--- src/rtl/bcc_pkg.sv ---
package bcc_pkg;

    typedef enum logic [1:0] {
        MD_COAST = 2'd0,
        MD_FWD   = 2'd1,
        MD_REV   = 2'd2,
        MD_BRAKE = 2'd3
    } bcc_mode_e;

    typedef enum logic [2:0] {
        ST_OFF     = 3'd0,
        ST_GAP     = 3'd1,
        ST_DRIVE   = 3'd2,
        ST_CHOPGAP = 3'd3,
        ST_CHOP    = 3'd4,
        ST_RESUME  = 3'd5,
        ST_BRAKE   = 3'd6
    } bcc_state_e;

    typedef struct packed {
        logic src_a;
        logic src_b;
        logic snk_a;
        logic snk_b;
    } bcc_gates_t;

    typedef struct packed {
        bcc_state_e state;
        bcc_mode_e  act;
        bcc_gates_t gates;
    } bcc_regs_t;

    // Gate pattern for a state; REV mirrors FWD across the two half-bridges.
    function automatic bcc_gates_t gates_for(bcc_state_e st, bcc_mode_e md);
        bcc_gates_t g;
        logic       rev;
        g   = '0;
        rev = (md == MD_REV);
        case (st)
            ST_DRIVE: begin
                g.src_a = !rev;
                g.snk_b = !rev;
                g.src_b = rev;
                g.snk_a = rev;
            end
            ST_CHOPGAP, ST_RESUME: begin
                g.snk_b = !rev;
                g.snk_a = rev;
            end
            ST_CHOP, ST_BRAKE: begin
                g.snk_a = 1'b1;
                g.snk_b = 1'b1;
            end
            default: g = '0;
        endcase
        return g;
    endfunction

endpackage

--- src/rtl/bcc_decode.sv ---
module bcc_decode
    import bcc_pkg::*;
(
    input  logic      in_a,
    input  logic      in_b,
    output bcc_mode_e mode
);
    always_comb begin
        unique case ({in_a, in_b})
            2'b10:   mode = MD_FWD;
            2'b01:   mode = MD_REV;
            2'b11:   mode = MD_BRAKE;
            default: mode = MD_COAST;
        endcase
    end
endmodule

--- src/rtl/bcc_downcnt.sv ---
module bcc_downcnt #(
    parameter int W = 8
) (
    input  logic         clk,
    input  logic         rst_n,
    input  logic         load,
    input  logic [W-1:0] load_val,
    output logic         busy
);
    logic [W-1:0] cnt_d, cnt_q;

    always_comb begin
        cnt_d = cnt_q;
        if (load)
            cnt_d = load_val;
        else if (cnt_q != '0)
            cnt_d = cnt_q - 1'b1;
    end

    always_ff @(posedge clk or negedge rst_n) begin
        if (!rst_n) cnt_q <= '0;
        else        cnt_q <= cnt_d;
    end

    assign busy = (cnt_q != '0);


    load_then_busy_chk: assert property (@(posedge clk) disable iff (!rst_n)
        (load && load_val != '0) |=> busy);
endmodule

--- src/rtl/bridge_chop_ctrl.sv ---
module bridge_chop_ctrl
    import bcc_pkg::*;
#(
    parameter int DEAD_CYC  = 125,
    parameter int BLANK_CYC = 750,
    parameter int OFF_CYC   = 6250
) (
    input  logic clk,
    input  logic rst_n,
    input  logic dir_a,
    input  logic dir_b,
    input  logic trip_i,
    input  logic disable_i,
    output logic src_a,
    output logic src_b,
    output logic snk_a,
    output logic snk_b
);
    localparam int MAXC = (OFF_CYC > BLANK_CYC) ? OFF_CYC : BLANK_CYC;
    localparam int CW   = $clog2(MAXC + 1);
    localparam logic [CW-1:0] DEAD_LD = CW'(DEAD_CYC - 1);
    localparam logic [CW-1:0] CHOP_LD = CW'(OFF_CYC - DEAD_CYC - 1);
    localparam logic [CW-1:0] BLNK_LD = CW'(BLANK_CYC);

    initial begin
        if (DEAD_CYC < 1 || OFF_CYC <= DEAD_CYC || BLANK_CYC < 1)
            $error("bridge_chop_ctrl: timing parameters out of range");
    end

    bcc_mode_e cmd;
    bcc_regs_t r_d, r_q;
    logic      ph_load;
    logic [CW-1:0] ph_val;
    logic      ph_busy;
    logic      blank_busy;
    logic      blank_load;
    logic      trip_ok;

    bcc_decode u_decode (
        .in_a (dir_a),
        .in_b (dir_b),
        .mode (cmd)
    );

    bcc_downcnt #(.W(CW)) u_phase (
        .clk      (clk),
        .rst_n    (rst_n),
        .load     (ph_load),
        .load_val (ph_val),
        .busy     (ph_busy)
    );

    assign blank_load = (r_d.gates != r_q.gates);

    bcc_downcnt #(.W(CW)) u_blank (
        .clk      (clk),
        .rst_n    (rst_n),
        .load     (blank_load),
        .load_val (BLNK_LD),
        .busy     (blank_busy)
    );

    assign trip_ok = trip_i && !blank_busy;

    always_comb begin
        r_d     = r_q;
        ph_load = 1'b0;
        ph_val  = '0;
        if (disable_i) begin
            r_d.state = ST_OFF;
            r_d.act   = MD_COAST;
            ph_load   = 1'b1;
        end else if (cmd != r_q.act) begin
            r_d.act = cmd;
            ph_load = 1'b1;
            if (cmd == MD_COAST) begin
                r_d.state = ST_OFF;
            end else begin
                r_d.state = ST_GAP;
                ph_val    = DEAD_LD;
            end
        end else begin
            unique case (r_q.state)
                ST_GAP: if (!ph_busy)
                    r_d.state = (r_q.act == MD_BRAKE) ? ST_BRAKE : ST_DRIVE;
                ST_DRIVE: if (trip_ok) begin
                    r_d.state = ST_CHOPGAP;
                    ph_load   = 1'b1;
                    ph_val    = DEAD_LD;
                end
                ST_CHOPGAP: if (!ph_busy) begin
                    r_d.state = ST_CHOP;
                    ph_load   = 1'b1;
                    ph_val    = CHOP_LD;
                end
                ST_CHOP: if (!ph_busy) begin
                    r_d.state = ST_RESUME;
                    ph_load   = 1'b1;
                    ph_val    = DEAD_LD;
                end
                ST_RESUME: if (!ph_busy)
                    r_d.state = ST_DRIVE;
                default: r_d.state = r_q.state;
            endcase
        end
        r_d.gates = gates_for(r_d.state, r_d.act);
    end

    always_ff @(posedge clk or negedge rst_n) begin
        if (!rst_n) r_q <= '{state: ST_OFF, act: MD_COAST, gates: '0};
        else        r_q <= r_d;
    end

    assign src_a = r_q.gates.src_a;
    assign src_b = r_q.gates.src_b;
    assign snk_a = r_q.gates.snk_a;
    assign snk_b = r_q.gates.snk_b;


    no_shoot_a_chk: assert property (@(posedge clk) disable iff (!rst_n)
        !(src_a && snk_a));

    no_shoot_b_chk: assert property (@(posedge clk) disable iff (!rst_n)
        !(src_b && snk_b));

    sink_a_gap_chk: assert property (@(posedge clk) disable iff (!rst_n)
        $rose(snk_a) |-> !$past(src_a));

    sink_b_gap_chk: assert property (@(posedge clk) disable iff (!rst_n)
        $rose(snk_b) |-> !$past(src_b));

    src_a_gap_chk: assert property (@(posedge clk) disable iff (!rst_n)
        $rose(src_a) |-> !$past(snk_a));

    src_b_gap_chk: assert property (@(posedge clk) disable iff (!rst_n)
        $rose(src_b) |-> !$past(snk_b));

    disable_off_chk: assert property (@(posedge clk) disable iff (!rst_n)
        disable_i |=> !(src_a || src_b || snk_a || snk_b));

    coast_off_chk: assert property (@(posedge clk) disable iff (!rst_n)
        (!dir_a && !dir_b) |=> !(src_a || src_b || snk_a || snk_b));

    blank_hold_chk: assert property (@(posedge clk) disable iff (!rst_n)
        (r_q.state == ST_DRIVE && blank_busy) |=> r_q.state != ST_CHOPGAP);
endmodule

--- config.mk ---
export PLATFORM = sky130hd
export DESIGN_NAME = bridge_chop_ctrl
export DESIGN_NICKNAME = d
export VERILOG_FILES = /design/src/rtl/bcc_pkg.sv /design/src/rtl/bcc_decode.sv /design/src/rtl/bcc_downcnt.sv /design/src/rtl/bridge_chop_ctrl.sv
export SDC_FILE = /design/constraint.sdc
export NUM_CORES = 1
export LEC_CHECK = 0
export BUFFER_PORTS_ARGS = -buffer_cell sky130_fd_sc_hd__buf_2
export CELL_PAD_IN_SITES_DETAIL_PLACEMENT = 1
export CELL_PAD_IN_SITES_GLOBAL_PLACEMENT = 2
export CORE_ASPECT_RATIO = 1.2
export CORE_UTILIZATION = 39
export DETAILED_ROUTE_END_ITERATION = 8
export PLACE_DENSITY = 0.86
export SLEW_MARGIN = 10
export SYNTH_ARGS = -nofsm -noshare
export SYNTH_HDL_FRONTEND = slang
export SYNTH_SLANG_ARGS = --single-unit
export TNS_END_PERCENT = 5
--- constraint.sdc ---
create_clock -name clk -period 3.4 [get_ports clk]
set_clock_uncertainty 0.1 [all_clocks]
set_input_delay 0.34 -clock clk [delete_from_list [all_inputs] [get_ports clk]]
set_output_delay 0.34 -clock clk [all_outputs]
set_load 0.02 [all_outputs]
==> results of run 1 <==
-- what timing repair did --
item                       4_1_cts  5_1_grt
hold buffers                     0        0
hold endpoints to repair         0        0
gates resized for setup          0        1
setup endpoints to repair        0       12
-- kinds of logic after synthesis --
family | after synthesis | share of synthesized area [%]
and+or+nand+nor | 96 | 25.4
AOI/OAI and AO/OA | 54 | 19.1
DFF | 35 | 41.0
xor gates and xnor gates | 19 | 7.79
buffers and inverters | 18 | 3.98
adders and majority gates | 3 | 1.76
muxes | 2 | 0.937
-- flip-flops by register name (all words and copies together) (netlist names) --
name,count
u_blank.cnt_q,13
src_a,1
snk_a,1
u_phase.cnt_q,13
src_b,1
snk_b,1
r_q,5
-- path summary, 6_finish.rpt --
kind / slack, ns / endpoint / from / cells past startpoint
max: 0.32 / u_blank.cnt_q[4]$_DFFE_PN0P_ / u_phase.cnt_q[0]$_DFFE_PN0P_ / 8
min: 0.04 / u_blank.cnt_q[9]$_DFFE_PN0P_ / rst_n / 1
max reg2reg: 0.32 / u_blank.cnt_q[4]$_DFFE_PN0P_ / u_phase.cnt_q[0]$_DFFE_PN0P_ / 8
min reg2reg: 0.41 / u_phase.cnt_q[12]$_DFFE_PN0P_ / u_phase.cnt_q[12]$_DFFE_PN0P_ / 2
max in group asynchronous: 2.66 / r_q[7]$_DFF_PN0_ / rst_n / 1
min in group clk: 0.18 / r_q[4]$_DFF_PN0_ / disable_i / 2
-- power by group --
part	switching (W)	leakage, nW	internal, W
Combinational	0.000182	0.534	0.000150
Clock	0.000146	0.0515	0.000185
Sequential	0.0000626	0.447	0.000477
-- critical path: cells and delay by family (launching register included) --
kind	cells	cell delay, ns
adders and majority gates	1	0.22
DFF	1	0.38
and+or+nand+nor	2	0.86
AOI/OAI and AO/OA	4	1.31
buffers and inverters	1	0.10
-- layer usage --
| layer | global-route usage (%) | part of all wire, % |
|---|---|---|
| met1 | 23.3 | 48 |
| met2 | 31.3 | 49 |
| met3 | 3.40 | 1.8 |
| met4 | 6.12 | 1.4 |
| met5 | 0 | 0 |
-- Yosys cell counts, drive strengths merged (3+ instances only) --
cell,instances,area (µm²)
ha,3,37.5
a31oi,5,31.3
xor2,12,105
xnor2,7,61.3
nand2,20,75.1
o211ai,6,45.0
o21ai,6,30.0
nand3,9,50.1
nand4,6,37.5
buf,4,32.5
inv,12,45.0
a21oi,14,70.1
dfrtp,35,876
o211a,7,70.1
or3,5,32.5
nor3,8,40.0
nor2,18,67.6
nor4,8,65.1
or4,4,41.3
nor2b,4,25.0
-- cell type report --
cell class | count | area, µm²
repair buffers | 15 | 90.1
inverters | 12 | 45.0
well taps | 62 | 77.6
flip-flops and latches | 35 | 876
clock buffers | 8 | 100
multi-input cells | 174 | 1170
fillers | 634 | 2930
-- metrics by stage --
stage	hold WS [ns]	std cells	instance area, µm²
floorplan	-0.0556	227	2140
global placement	0.371	298	2260
detailed placement	0.378	298	2260
CTS	0.0650	306	2360
global route	0.109	306	2360
finish	0.0400	306	2360
==> run_summary.xml, run 1 <==
<?xml version="1.0" encoding="UTF-8"?>
<metrics>
  <group name="outcome">
    <metric name="status" unit="">finished clean</metric>
  </group>
  <group name="sta">
    <metric name="fmaxAchievable" unit="MHz">324</metric>
    <metric name="final_critical_path_setup_slack" unit="ns">0.315</metric>
    <metric name="timing_worst_slew_pin_value" unit="ns">0.795</metric>
    <metric name="fin_crit_sh" unit="%">90.7</metric>
    <metric name="timing.setup.tns" unit="ns">0</metric>
    <metric name="slew_headroom" unit="%">47.0</metric>
    <metric name="hold_viol" unit="">0</metric>
    <metric name="setup_viol" unit="">0</metric>
    <metric name="grt_setup_unrepaired" unit="">false</metric>
    <metric name="fin_crit" unit="ns">3.08</metric>
    <metric name="maxSlewViolCount" unit="">0</metric>
  </group>
  <group name="synthesis">
    <metric name="synth_seq_cells" unit="">35</metric>
    <metric name="yosys_warnings" unit="">0</metric>
    <metric name="postSynthAreaPerCell" unit="µm²">9.41</metric>
    <metric name="dominantRegCellSynth" unit="">sky130_fd_sc_hd__dfrtp_1</metric>
    <metric name="synth.yosys.seq_area_share" unit="%">41.0</metric>
    <metric name="synth-async-reset-ratio" unit="%">100</metric>
    <metric name="synth_cells" unit="">227</metric>
    <metric name="post_synthesis_cell_area" unit="mm²">0.00214</metric>
    <metric name="synth.net_count" unit="">236</metric>
    <metric name="synth.distinct_cells" unit="">49</metric>
    <metric name="post_synth_edffs" unit="">0</metric>
  </group>
  <group name="job">
    <metric name="cap_viol_max_count" unit="">0</metric>
  </group>
  <group name="hold_path">
    <metric name="hp-class" unit="">primary input to async pin</metric>
  </group>
  <group name="route">
    <metric name="ant_nets" unit="">0</metric>
    <metric name="detail_route.vias_per_cell" unit="">5.81</metric>
    <metric name="first_iter_violations" unit="">40</metric>
    <metric name="post-route-drc-count" unit="">0</metric>
    <metric name="num_vias" unit="">1779</metric>
    <metric name="dr.pass1.iters" unit="">4</metric>
    <metric name="routedWlPerCell" unit="µm">16.0</metric>
    <metric name="totalWireLength" unit="µm">4900</metric>
  </group>
  <group name="placement">
    <metric name="final_hpwl_from_detailed_placement" unit="µm">3670</metric>
    <metric name="place_congestion" unit="">0.747</metric>
    <metric name="placement.io_buffers" unit="">9</metric>
    <metric name="place_ws" unit="ns">0.284</metric>
  </group>
  <group name="cells_and_area">
    <metric name="utilization" unit="%">44.6</metric>
    <metric name="layout_common_cells" unit="">sky130_fd_sc_hd__dfrtp_1 (35), sky130_fd_sc_hd__nand2_1 (20), sky130_fd_sc_hd__nor2_1 (18), sky130_fd_sc_hd__a21oi_1 (14)</metric>
    <metric name="insertedDiodeCount" unit="">0</metric>
    <metric name="layout-drive-gt1-share" unit="%">14.8</metric>
    <metric name="layout.nets" unit="">252</metric>
    <metric name="most_common_cell_after_layout_fill_and_taps_aside" unit="">sky130_fd_sc_hd__dfrtp_1</metric>
    <metric name="syn_to_final_growth" unit="%">10.7</metric>
  </group>
  <group name="global_routing">
    <metric name="globalRouteTotalUtil" unit="%">18.4</metric>
    <metric name="gr_overflow_total" unit="">0</metric>
    <metric name="grt_antenna_before_repair" unit="">0</metric>
    <metric name="via_count_of_the_first_global_routing_pass" unit="">1833</metric>
    <metric name="wire_length_of_the_first_global_routing_pass" unit="µm">8540</metric>
    <metric name="grt_max_degree" unit="">36</metric>
  </group>
  <group name="worst_setup_path">
    <metric name="max_stage_delay" unit="ns">0.57</metric>
    <metric name="timing_worst_setup_path_type" unit="">register to register</metric>
    <metric name="crit_path_dat" unit="ns">3.16</metric>
    <metric name="timing.critical_path.cells" unit="">inv_1, ha_1, or4b_4, o41ai_4, a311oi_1, o31ai_1, nand3_2, o211a_1</metric>
    <metric name="timing.critical_path.slowest_stage_cell" unit="">sky130_fd_sc_hd__or4b_4</metric>
    <metric name="crit_required" unit="ns">3.47</metric>
    <metric name="cp-start-kind" unit="">register</metric>
    <metric name="setup.worst_path.end_class" unit="">register</metric>
    <metric name="crit_path_max_fanout" unit="">11</metric>
  </group>
  <group name="clock_network">
    <metric name="latest_clock_arrival_within_the_worst_skew_pair" unit="ns">0.29</metric>
    <metric name="postCtsSetupRepairBufs" unit="">0</metric>
    <metric name="max-clock-path-buffers" unit="">2</metric>
    <metric name="cts_tree" unit="">built</metric>
    <metric name="clock_tree.root_cell" unit="">sky130_fd_sc_hd__clkbuf_8</metric>
    <metric name="clock_slew_seen_by_the_registers_of_the_worst_setup_and_hold_paths" unit="ns">0.07</metric>
    <metric name="cts_made_buffers" unit="">5</metric>
    <metric name="ctsHtreeMaxLevel" unit="">2</metric>
    <metric name="numClockSinks" unit="">35</metric>
  </group>
  <group name="floorplan">
    <metric name="floorplan.die.height" unit="µm">83.1</metric>
    <metric name="placementRows" unit="">29</metric>
    <metric name="chipWidth" unit="µm">69.6</metric>
    <metric name="design.die.area" unit="mm²">0.00578</metric>
    <metric name="floorplan.core_area" unit="mm²">0.00530</metric>
    <metric name="top_level_pins" unit="">10</metric>
    <metric name="initial_core_util" unit="%">40.3</metric>
  </group>
  <group name="power">
    <metric name="cellPowerDensity" unit="mW/mm²">509</metric>
    <metric name="totalPowerFinal" unit="W">0.00120</metric>
    <metric name="vdd.ir_drop.worst" unit="mV">0.252</metric>
    <metric name="cellLeakagePower" unit="nW">1.03</metric>
  </group>
</metrics>
Power figures use the tool's default switching activity.
==> run 2, diff against run 1 <==
--- a/config.mk
+++ b/config.mk
@@ -9,11 +9,11 @@
 export CELL_PAD_IN_SITES_DETAIL_PLACEMENT = 1
 export CELL_PAD_IN_SITES_GLOBAL_PLACEMENT = 2
 export CORE_ASPECT_RATIO = 1.2
-export CORE_UTILIZATION = 39
+export CORE_UTILIZATION = 35
 export DETAILED_ROUTE_END_ITERATION = 8
-export PLACE_DENSITY = 0.86
+export PLACE_DENSITY = 0.79
 export SLEW_MARGIN = 10
 export SYNTH_ARGS = -nofsm -noshare
 export SYNTH_HDL_FRONTEND = slang
+export SYNTH_HIERARCHICAL = 1
 export SYNTH_SLANG_ARGS = --single-unit
-export TNS_END_PERCENT = 5
==> run 2 against run 1 <==
The flow now finishes with violations (negative setup slack). Flip-flop and latch count did not move. Core utilization rose by 0.43 points. Combinational power rose by 36%. Die area rose by 12%. Sequential power rose by 13%. Area after synthesis rose by 0.76%. Critical endpoint is now u_blank/cnt_q[8]$_DFFE_PN0P_. Register-to-register slack got worse by 0.34 ns. Sequential share of layout area fell by 3.4 points. Global-route usage fell by 0.70 points. Cell area rose by 10%. Critical path depth rose by 3.
==> run_summary.xml, run 2 <==
<?xml version="1.0" encoding="UTF-8"?>
<metrics>
  <group name="placement">
    <metric name="place_congestion" unit="">0.744</metric>
    <metric name="placed_cells_incl_taps" unit="">327</metric>
    <metric name="final_hpwl_from_detailed_placement" unit="µm">3700</metric>
    <metric name="placement.io_buffers" unit="">9</metric>
    <metric name="placement_cell_area" unit="mm²">0.00240</metric>
  </group>
  <group name="sta">
    <metric name="setup_viol" unit="">2</metric>
    <metric name="grt_setup_unrepaired" unit="">true</metric>
    <metric name="fin_crit" unit="ns">3.42</metric>
    <metric name="timing_worst_slew_pin_value" unit="ns">0.808</metric>
    <metric name="final_critical_path_setup_slack" unit="ns">-0.0213</metric>
    <metric name="worst_hold_slack" unit="ns">0.0368</metric>
    <metric name="hold_viol" unit="">0</metric>
    <metric name="fmaxAchievable" unit="MHz">292</metric>
    <metric name="slew_headroom" unit="%">46.1</metric>
    <metric name="fin_crit_sh" unit="%">101</metric>
    <metric name="maxSlewViolCount" unit="">0</metric>
    <metric name="timing.setup.tns" unit="ns">-0.0306</metric>
  </group>
  <group name="synthesis">
    <metric name="post_synthesis_cell_area" unit="mm²">0.00215</metric>
    <metric name="postSynthAreaPerCell" unit="µm²">9.56</metric>
    <metric name="dominantRegCellSynth" unit="">sky130_fd_sc_hd__dfrtp_1</metric>
    <metric name="synth-async-reset-ratio" unit="%">100</metric>
    <metric name="synth.yosys.seq_area_share" unit="%">40.7</metric>
    <metric name="post-synth-top-count-cell" unit="">sky130_fd_sc_hd__dfrtp_1</metric>
    <metric name="synth.cells.most_frequent" unit="">sky130_fd_sc_hd__dfrtp_1 (35), sky130_fd_sc_hd__nor2_1 (18), sky130_fd_sc_hd__xor2_1 (18)</metric>
    <metric name="yosys.area.top_type_share" unit="%">40.7</metric>
    <metric name="synth_cells" unit="">225</metric>
    <metric name="post_synth_edffs" unit="">0</metric>
    <metric name="synth.top_cells.by_area" unit="">sky130_fd_sc_hd__dfrtp_1 (41%), sky130_fd_sc_hd__xor2_1 (7.3%), sky130_fd_sc_hd__a22o_1 (5.7%)</metric>
    <metric name="synth_seq_cells" unit="">35</metric>
    <metric name="yosys_warnings" unit="">6</metric>
    <metric name="synth.distinct_cells" unit="">42</metric>
    <metric name="synthDominantAreaCellType" unit="">sky130_fd_sc_hd__dfrtp_1</metric>
  </group>
  <group name="clock_network">
    <metric name="numClockSinks" unit="">35</metric>
    <metric name="max-clock-path-buffers" unit="">2</metric>
    <metric name="latest_clock_arrival_within_the_worst_skew_pair" unit="ns">0.29</metric>
    <metric name="cts_made_buffers" unit="">5</metric>
    <metric name="cts_tree" unit="">built</metric>
    <metric name="ctsHtreeMaxLevel" unit="">2</metric>
    <metric name="clock_tree.root_cell" unit="">sky130_fd_sc_hd__clkbuf_8</metric>
    <metric name="clock_slew_seen_by_the_registers_of_the_worst_setup_and_hold_paths" unit="ns">0.08</metric>
    <metric name="quantity_of_hold_fixing_buffers_added_after_cts" unit="">0</metric>
  </group>
  <group name="job">
    <metric name="cap_viol_max_count" unit="">0</metric>
  </group>
  <group name="cells_and_area">
    <metric name="layout.filler_cells" unit="">690</metric>
    <metric name="post_layout_nonfiller_instances" unit="">342</metric>
    <metric name="layout.nets" unit="">272</metric>
    <metric name="insertedDiodeCount" unit="">0</metric>
    <metric name="utilization" unit="%">45.0</metric>
    <metric name="syn_to_final_growth" unit="%">21.0</metric>
    <metric name="layout-drive-gt1-share" unit="%">24.8</metric>
    <metric name="finalInstanceArea" unit="mm²">0.00260</metric>
    <metric name="most_common_cell_after_layout_fill_and_taps_aside" unit="">sky130_fd_sc_hd__dfrtp_1</metric>
    <metric name="layout_common_cells" unit="">sky130_fd_sc_hd__dfrtp_1 (35), sky130_fd_sc_hd__buf_4 (20), sky130_fd_sc_hd__xor2_1 (18), sky130_fd_sc_hd__nor2_1 (17), sky130_fd_sc_hd__conb_1 (16)</metric>
    <metric name="largest_registers" unit="">u_blank/cnt_q x13, u_phase/cnt_q x13, r_q x5</metric>
  </group>
  <group name="worst_setup_path">
    <metric name="timing_worst_setup_path_type" unit="">register to register</metric>
    <metric name="crit_path_max_fanout" unit="">6</metric>
    <metric name="crit_required" unit="ns">3.52</metric>
    <metric name="crit_path_dat" unit="ns">3.55</metric>
    <metric name="cp-start-kind" unit="">register</metric>
    <metric name="setup.worst_path.end_class" unit="">register</metric>
    <metric name="regToRegSetupSlack" unit="ns">-0.02</metric>
  </group>
  <group name="global_routing">
    <metric name="globalRouteTotalUtil" unit="%">17.7</metric>
    <metric name="grt_antenna_before_repair" unit="">0</metric>
    <metric name="gr_overflow_total" unit="">0</metric>
    <metric name="via_count_of_the_first_global_routing_pass" unit="">1845</metric>
    <metric name="wire_length_of_the_first_global_routing_pass" unit="µm">8720</metric>
    <metric name="grt_max_degree" unit="">36</metric>
  </group>
  <group name="floorplan">
    <metric name="floorplan.die.height" unit="µm">87.9</metric>
    <metric name="initial_core_util" unit="%">37.2</metric>
    <metric name="chipWidth" unit="µm">73.6</metric>
    <metric name="floorplan.core_area" unit="mm²">0.00578</metric>
    <metric name="top_level_pins" unit="">10</metric>
    <metric name="design.die.area" unit="mm²">0.00647</metric>
    <metric name="placementRows" unit="">30</metric>
  </group>
  <group name="route">
    <metric name="ant_nets" unit="">0</metric>
    <metric name="totalWireLength" unit="µm">5180</metric>
    <metric name="num_vias" unit="">1746</metric>
    <metric name="detail_route.vias_per_cell" unit="">5.11</metric>
    <metric name="first_iter_violations" unit="">44</metric>
    <metric name="routedWlPerCell" unit="µm">15.2</metric>
    <metric name="dr.pass1.iters" unit="">3</metric>
    <metric name="post-route-drc-count" unit="">0</metric>
  </group>
  <group name="outcome">
    <metric name="status" unit="">finished, violations left</metric>
    <metric name="violations" unit="">negative setup slack</metric>
  </group>
  <group name="power">
    <metric name="vdd.ir_drop.worst" unit="mV">0.315</metric>
    <metric name="cellPowerDensity" unit="mW/mm²">529</metric>
    <metric name="cellLeakagePower" unit="nW">1.20</metric>
  </group>
  <group name="hold_path">
    <metric name="hp-class" unit="">primary input to async pin</metric>
  </group>
</metrics>
-- run 2: cell types whose count changed in the layout (fill, tap and decap cells not counted), moves of 6 or more --
cell,previous run,this run
sky130_fd_sc_hd__inv_1,12,2
sky130_fd_sc_hd__conb_1,0,16
sky130_fd_sc_hd__xor2_1,12,18
sky130_fd_sc_hd__nand4_1,6,0
sky130_fd_sc_hd__a21oi_1,14,4
sky130_fd_sc_hd__nand2_1,20,14
sky130_fd_sc_hd__a22o_1,0,14
sky130_fd_sc_hd__o211a_1,7,0
sky130_fd_sc_hd__buf_4,6,20
-- run 2: per-stage QoR --
stage,worst slack [ns],total power (W)
floorplan,0.0585,0.000912
global placement,0.0811,0.00100
detailed placement,-0.0344,0.00102
CTS,-0.0281,0.00135
global route,-0.164,0.00147
finish,-0.0213,0.00138
-- run 2: layout make-up --
type | count | area, µm² | share of cell area, %
Clock inverter | 1 | 5.00 | 0.192
Timing Repair Buffer | 30 | 206 | 7.93
Inverter | 7 | 26.3 | 1.01
Sequential cell | 35 | 876 | 33.6
Multi-Input combinational cell | 183 | 1310 | 50.2
Clock buffer | 6 | 82.6 | 3.17
Tap cell | 80 | 100 | 3.84
-- run 2: critical path, stage by stage, from the launching register on --
cell                       delay, ns
sky130_fd_sc_hd__dfrtp_1        0.41
sky130_fd_sc_hd__or4_4          0.56
sky130_fd_sc_hd__nor4_4         0.31
sky130_fd_sc_hd__inv_2          0.07
sky130_fd_sc_hd__and2b_4        0.27
sky130_fd_sc_hd__o211ai_1       0.12
sky130_fd_sc_hd__o21ai_1        0.16
sky130_fd_sc_hd__a211oi_2       0.07
sky130_fd_sc_hd__or4_4          0.43
sky130_fd_sc_hd__a31o_4         0.27
sky130_fd_sc_hd__or4_1          0.49
sky130_fd_sc_hd__nand3_1        0.10
-- run 2: report_power, final --
group / switching, W / internal, W / total [W]
Combinational: 0.000213 / 0.000239 / 0.000451
Clock: 0.000157 / 0.000159 / 0.000316
Sequential: 0.0000985 / 0.000512 / 0.000611
-- run 2: logic make-up after synthesis --
kind of cell	count (synthesis)	share of synthesized area (%)
AND/OR/NAND/NOR	88	24.4
AO/OA/AOI/OAI	46	15.8
flip-flops	35	40.7
adder cells (fa/ha/maj)	4	2.33
buffers and inverters	21	4.30
multiplexers	5	2.44
XOR/XNOR	24	9.77
other	2	0.349
-- run 2: worst paths after layout --
path / cells after the start / endpoint / startpoint
max in group asynchronous: 1 / r_q[8]$_DFF_PN0_ / rst_n
worst max register to register: 11 / u_blank/cnt_q[8]$_DFFE_PN0P_ / u_phase/cnt_q[10]$_DFFE_PN0P_
worst max-delay path: 11 / u_blank/cnt_q[8]$_DFFE_PN0P_ / u_phase/cnt_q[10]$_DFFE_PN0P_
min in group clk: 2 / r_q[4]$_DFF_PN0_ / disable_i
worst min-delay path: 1 / u_phase/cnt_q[12]$_DFFE_PN0P_ / rst_n
worst min register to register: 2 / u_blank/cnt_q[11]$_DFFE_PN0P_ / u_blank/cnt_q[11]$_DFFE_PN0P_
-- run 2: repair_timing --
item / CTS / global route
gates cloned: 0 / 0
gates resized for setup: 1 / 10
pin swaps: 0 / 8
setup buffers: 1 / 7
setup endpoints to repair: 1 / 13
-- run 2: routing by layer --
metal	share of wire [%]	global-route usage (%)	vias up	routed length, µm
met4	1.5	6.29	0	76
met1	46	21.2	874	2400
met5	0	0	-	0
met3	1.8	3.80	7	95
met2	50	31.0	13	2610
li1	-	-	852	-
